**config.mk**
```make
export PLATFORM = sky130hd
export DESIGN_NAME = hwb_bridge
export DESIGN_NICKNAME = d
export VERILOG_FILES = /design/src/rtl/hwb_pkg.sv /design/src/rtl/hwb_regs.sv /design/src/rtl/hwb_seq.sv /design/src/rtl/hwb_bridge.sv
export SDC_FILE = /design/constraint.sdc
export NUM_CORES = 1
export LEC_CHECK = 0
export BUFFER_PORTS_ARGS = -buffer_cell sky130_fd_sc_hd__clkbuf_2
export CORE_ASPECT_RATIO = 1.5
export CORE_UTILIZATION = 50
export CTS_CLUSTER_DIAMETER = 30
export CTS_CLUSTER_SIZE = 16
export DETAILED_ROUTE_END_ITERATION = 7
export PLACE_DENSITY = 0.75
export RECOVER_POWER = 25
export SLEW_MARGIN = 20
export SYNTH_ARGS = -nofsm -noshare
export SYNTH_HDL_FRONTEND = slang
export SYNTH_SLANG_ARGS = --single-unit
```
**constraint.sdc**
```tcl
create_clock -name clk -period 1.6 [get_ports clk]
set_input_delay 0.24 -clock clk [delete_from_list [all_inputs] [get_ports clk]]
set_output_delay 0.24 -clock clk [all_outputs]
set_load 0.05 [all_outputs]
```
**src/rtl/hwb_pkg.sv**
```systemverilog
package hwb_pkg;
    localparam int HOST_W = 16;
    localparam int BUS_W  = 32;
    localparam int SEL_W  = BUS_W / 8;
    localparam int OFF_W  = 3;

    typedef enum logic [OFF_W-1:0] {
        OFF_CTRL  = 3'd0,
        OFF_RA_LO = 3'd1,
        OFF_RA_HI = 3'd2,
        OFF_WA_LO = 3'd3,
        OFF_WA_HI = 3'd4,
        OFF_D_LO  = 3'd5,
        OFF_D_HI  = 3'd6
    } hoff_e;

    localparam int BUSY_BIT = HOST_W - 1;

    typedef struct packed {
        logic [SEL_W-1:0] sel;
        logic [BUS_W-1:0] ra;
        logic [BUS_W-1:0] wa;
        logic [BUS_W-1:0] dat;
    } hregs_t;

    function automatic logic [HOST_W-1:0] ctrl_word(logic busy, logic [SEL_W-1:0] s);
        logic [HOST_W-1:0] w;
        w = '0;
        w[BUSY_BIT] = busy;
        w[SEL_W-1:0] = s;
        return w;
    endfunction
endpackage

```
**src/rtl/hwb_regs.sv**
```systemverilog
module hwb_regs
    import hwb_pkg::*;
(
    input  logic              clk,
    input  logic              rst,
    input  logic              wr_en,
    input  logic [OFF_W-1:0]  wr_off,
    input  logic [HOST_W-1:0] wr_data,
    input  logic              lock,
    input  logic              cap,
    input  logic [BUS_W-1:0]  cap_data,
    output hregs_t            regs
);
    logic zero_ctrl;
    assign zero_ctrl = (wr_data == '0);

    always_ff @(posedge clk) begin
        if (rst) begin
            regs <= '0;
        end else begin
            if (cap) begin
                regs.dat <= cap_data;
            end
            if (wr_en && hoff_e'(wr_off) == OFF_CTRL && (!lock || zero_ctrl)) begin
                regs.sel <= wr_data[SEL_W-1:0];
            end
            if (wr_en && !lock) begin
                case (hoff_e'(wr_off))
                    OFF_RA_LO: regs.ra[HOST_W-1:0]     <= wr_data;
                    OFF_RA_HI: regs.ra[BUS_W-1:HOST_W] <= wr_data;
                    OFF_WA_LO: regs.wa[HOST_W-1:0]     <= wr_data;
                    OFF_WA_HI: regs.wa[BUS_W-1:HOST_W] <= wr_data;
                    OFF_D_LO:  regs.dat[HOST_W-1:0]    <= wr_data;
                    OFF_D_HI:  regs.dat[BUS_W-1:HOST_W] <= wr_data;
                    default: ;
                endcase
            end
        end
    end

    // data halves only move on capture while locked
    assert_locked_data_R10: assert property (@(posedge clk) disable iff (rst)
        (lock && !cap) |=> $stable(regs.dat));
endmodule

```
**src/rtl/hwb_seq.sv**
```systemverilog
module hwb_seq (
    input  logic clk,
    input  logic rst,
    input  logic trig_rd,
    input  logic trig_wr,
    input  logic abort,
    input  logic ack,
    output logic busy,
    output logic cyc,
    output logic stb,
    output logic we,
    output logic cap
);
    assign cap = cyc && ack && !we && !abort;

    always_ff @(posedge clk) begin
        if (rst) begin
            busy <= 1'b0;
            cyc  <= 1'b0;
            stb  <= 1'b0;
            we   <= 1'b0;
        end else if (abort) begin
            busy <= 1'b0;
            cyc  <= 1'b0;
            stb  <= 1'b0;
        end else if (!busy && (trig_rd || trig_wr)) begin
            busy <= 1'b1;
            cyc  <= 1'b1;
            stb  <= 1'b1;
            we   <= trig_wr;
        end else begin
            stb <= 1'b0;
            if (cyc && ack) begin
                cyc  <= 1'b0;
                busy <= 1'b0;
            end
        end
    end

    assert_stb_in_cyc_R4: assert property (@(posedge clk) disable iff (rst)
        stb |-> cyc);
    assert_stb_single_R4: assert property (@(posedge clk) disable iff (rst)
        stb |=> !stb);
    assert_abort_drop_R7: assert property (@(posedge clk) disable iff (rst)
        abort |=> (!cyc && !stb && !busy));
    assert_ack_done_R5: assert property (@(posedge clk) disable iff (rst)
        (cyc && ack) |=> (!busy && !cyc));
endmodule

```
**src/rtl/hwb_bridge.sv**
```systemverilog
module hwb_bridge
    import hwb_pkg::*;
(
    input  logic              clk,
    input  logic              rst,
    input  logic              host_wr,
    input  logic [OFF_W-1:0]  host_off,
    input  logic [HOST_W-1:0] host_wdata,
    output logic [HOST_W-1:0] host_rdata,
    output logic              wb_cyc,
    output logic              wb_stb,
    output logic              wb_we,
    output logic [SEL_W-1:0]  wb_sel,
    output logic [BUS_W-1:0]  wb_adr,
    output logic [BUS_W-1:0]  wb_dat_o,
    input  logic [BUS_W-1:0]  wb_dat_i,
    input  logic              wb_ack
);
    hregs_t regs;
    logic busy, cap, trig_rd, trig_wr, abort;

    assign trig_rd = host_wr && hoff_e'(host_off) == OFF_RA_HI;
    assign trig_wr = host_wr && hoff_e'(host_off) == OFF_WA_HI;
    assign abort   = host_wr && hoff_e'(host_off) == OFF_CTRL && host_wdata == '0;

    hwb_regs u_regs (
        .clk(clk), .rst(rst), .wr_en(host_wr), .wr_off(host_off),
        .wr_data(host_wdata), .lock(busy), .cap(cap), .cap_data(wb_dat_i),
        .regs(regs)
    );

    hwb_seq u_seq (
        .clk(clk), .rst(rst), .trig_rd(trig_rd), .trig_wr(trig_wr),
        .abort(abort), .ack(wb_ack), .busy(busy), .cyc(wb_cyc),
        .stb(wb_stb), .we(wb_we), .cap(cap)
    );

    assign wb_sel   = regs.sel;
    assign wb_adr   = wb_we ? regs.wa : regs.ra;
    assign wb_dat_o = regs.dat;

    always_comb begin
        case (hoff_e'(host_off))
            OFF_CTRL:  host_rdata = ctrl_word(busy, regs.sel);
            OFF_RA_LO: host_rdata = regs.ra[HOST_W-1:0];
            OFF_RA_HI: host_rdata = regs.ra[BUS_W-1:HOST_W];
            OFF_WA_LO: host_rdata = regs.wa[HOST_W-1:0];
            OFF_WA_HI: host_rdata = regs.wa[BUS_W-1:HOST_W];
            OFF_D_LO:  host_rdata = regs.dat[HOST_W-1:0];
            OFF_D_HI:  host_rdata = regs.dat[BUS_W-1:HOST_W];
            default:   host_rdata = '0;
        endcase
    end

    // a bus cycle only opens after an upper-address store
    assert_cyc_from_trigger_R12: assert property (@(posedge clk) disable iff (rst)
        $rose(wb_cyc) |-> $past(trig_rd || trig_wr));
    assert_hold_request_R4: assert property (@(posedge clk) disable iff (rst)
        (wb_cyc && !abort) |=> ($stable(wb_sel) && $stable(wb_adr)));
endmodule

```
==> metrics <==
startpoint types flip-flop; GPL Wtd Cong 0.9124; CTS Root Cell clkbuf_16; Mapped Nets 801; average wire per standard cell 25.08 um; failing checks negative setup slack; crit end category primary output; uppermost layer routed met4; IO Pins 142; row count 49; Period minus WS final 1.869 ns; Nets 982; setup ws final -0.2692 ns; crit path cell chain a221oi_2, a21oi_2, a311o_2, buf_12; Core Box Area 12080 um2; via count 7247; Crit path arrival time 1.63 ns; hold path endpoint u_regs.regs[30]; fmax 535.0 MHz; Starting Density 51.92%; layout cells sized above 1 53.38%; final hold vios 0; PortBufs 141; clock sinks 103; H-tree lvl count 3; R2R setup slack -0.04 ns; worst hold start wb_dat_i[30]; RSZ-0062 raised after global routing yes; area grow syn2layout 56.44%; post-synthesis sequential area ratio 32.88%; YS warnings 0; CTS tree yes; Setup-failing EPs final 48; list of most frequent post-synthesis cells nand2_1 (139), dfxtp_1 (103), a21oi_1 (84); Cell Pwr Density 700.6 nW/um2; synthesized area per cell 8.406 um2; max cap viols 0; clk buf depth 2; clk_skew 0.005894 ns; height of the die 139.2 um; number of synthesized flops with an enable pin 0; first-pass GRT wire length 37750 um; initial antenna violation count 0; worst skew pair latency 0.36 ns; VDD IR max 0.0005862 V; cts hold-fix bufs 0; via/cell ratio 6.685; Main synth FF type dfxtp_1; period utilisation layout 116.8%; post-place setup slack -0.2605 ns; Slew headroom 60.04%; Mapped Cells 746; DR WL met3 2653 um; hold depth 3; Synth Cell Area 6271 um2; Max Slew Vio Count 0; CP Data Required Time 1.36 ns; total CTS buffers 9; critical path's slowest cell a311o_2; post-route ant nets 0; worst-margin pin slew 0.6020 ns; worst-path maximum fanout 3; DR WL met2 12950 um; critical path's largest stage delay 0.36 ns; DIE AREA 13000 um2; Synth cell types 47; ranking of synthesized cells by area dfxtp_1 (33%), nand2_1 (8.3%), mux2_2 (7.7%); post-synth top area share 32.88%; Core Util, Final 81.23%; violation count after the first detailed-routing iteration 822; Top delay family on crit path compound AO/OA/AOI/OAI gates; Final Total Pwr 6874 uW; leakage 0.003915 uW; most frequent cell after synthesis nand2_1; top cell type by total area after synthesis dfxtp_1; FFs w/ async S/R, synth 0%; Overflow after GRT 0; met1 WL 9474 um; Synth Register Bits 103; DRT Wirelength 27190 um; # DRC 0; worst-case reg-to-reg path depth 5; GRT Util Overall 37.85%; First-pass DRT Iterations 7; status finished with violations; CP bufs+invs 1; FF-to-FF End u_regs.regs[77]; vias in the first global route 6790; Hold WC Path Type input pin to flip-flop; dpl hpwl 15990 um; Die Width 93.44 um; Antenna Cells 0; reg2reg start u_seq.busy; clock-pin slew on the worst setup and hold paths 0.08 ns; pin count of the biggest net entering global routing 44; Crit Path Class flip-flop to primary output
==> worst min-delay path, cell delays in order <==
cell	delay, ns
clkbuf_2	0.08
o211ai_2	0.06
a311oi_2	0.09
==> sequential cells by signal, summed over array words and instances (netlist names) <==
signal / flops
u_seq.busy: 1
u_seq.stb: 1
u_seq.we: 1
u_regs.regs: 100
==> cell type report <==
type	count	area (um2)
Clock buffer	10	239.0
Clock inverter	5	81.33
Fill cell	643	2267
Multi-Input combinational cell	536	4407
Sequential cell	103	2116
Tap cell	153	191.4
Timing Repair Buffer	277	2776
==> worst max path at each step <==
| stage | from | endpoint | slack (ns) | cells after the start |
|---|---|---|---|---|
| 6_report | u_regs.regs[93] | host_rdata[13] | -0.27 | 4 |
| 5_1_grt | u_regs.regs[13] | host_rdata[13] | -0.27 | 4 |
| 4_1_cts | u_seq.we | wb_adr[26] | -0.17 | 4 |
| 3_5_place_dp | host_off[2] | host_rdata[1] | -0.26 | 7 |
| 3_3_place_gp | host_off[2] | host_rdata[1] | -0.21 | 7 |
| 2_1_floorplan | u_seq.we | wb_adr[25] | -0.07 | 3 |
==> cells in the final DEF (no fill, tap or decap), types with 22 or more instances in the layout <==
cell type	count
a21oi_1	69
buf_12	38
buf_4	93
buf_8	35
clkbuf_2	80
dfxtp_1	74
dfxtp_2	22
mux2_4	41
nand2_1	138
nor2_1	48
==> metrics by stage <==
step / setup TNS (ns) / std cells / instance area, um2 / hold slack (ns)
after CTS: -4.776 / 1071 / 9270 / 0.1583
after global placement: -8.296 / 1033 / 8034 / 0.4528
after detailed placement: -10.04 / 1033 / 8034 / 0.4609
final: -6.273 / 1084 / 9811 / 0.1530
after global routing: -7.537 / 1084 / 9811 / 0.1646
after floorplan: -1.590 / 746 / 6564 / 0.3760
==> report_power, final <==
group / internal, uW / total, uW / switching [uW]
registers: 2640 / 2740 / 107
logic: 720 / 1680 / 958
clock network: 1410 / 2450 / 1040
total: 4770 / 6870 / 2110
==> per-layer routing <==
metal  GRT usage, %  vias to the layer above
li1               -                     3005
met1          45.53                     3409
met2          59.71                      625
met3          8.717                      208
met4          24.62                        0
met5              0                        -
==> timing repair <==
action	CTS	global route
cloned	3	5
endpoints found under the setup margin	48	97
pin swaps	17	31
buffers inserted	21	9
resized for setup	169	117
==> kinds of logic after synthesis <==
family	share of synthesized area [%]
buffers and inverters	9.856
flip-flops	32.88
AO/OA/AOI/OAI	26.18
multiplexers	11.11
AND/OR/NAND/NOR	19.97
Power figures use the tool's default switching activity.
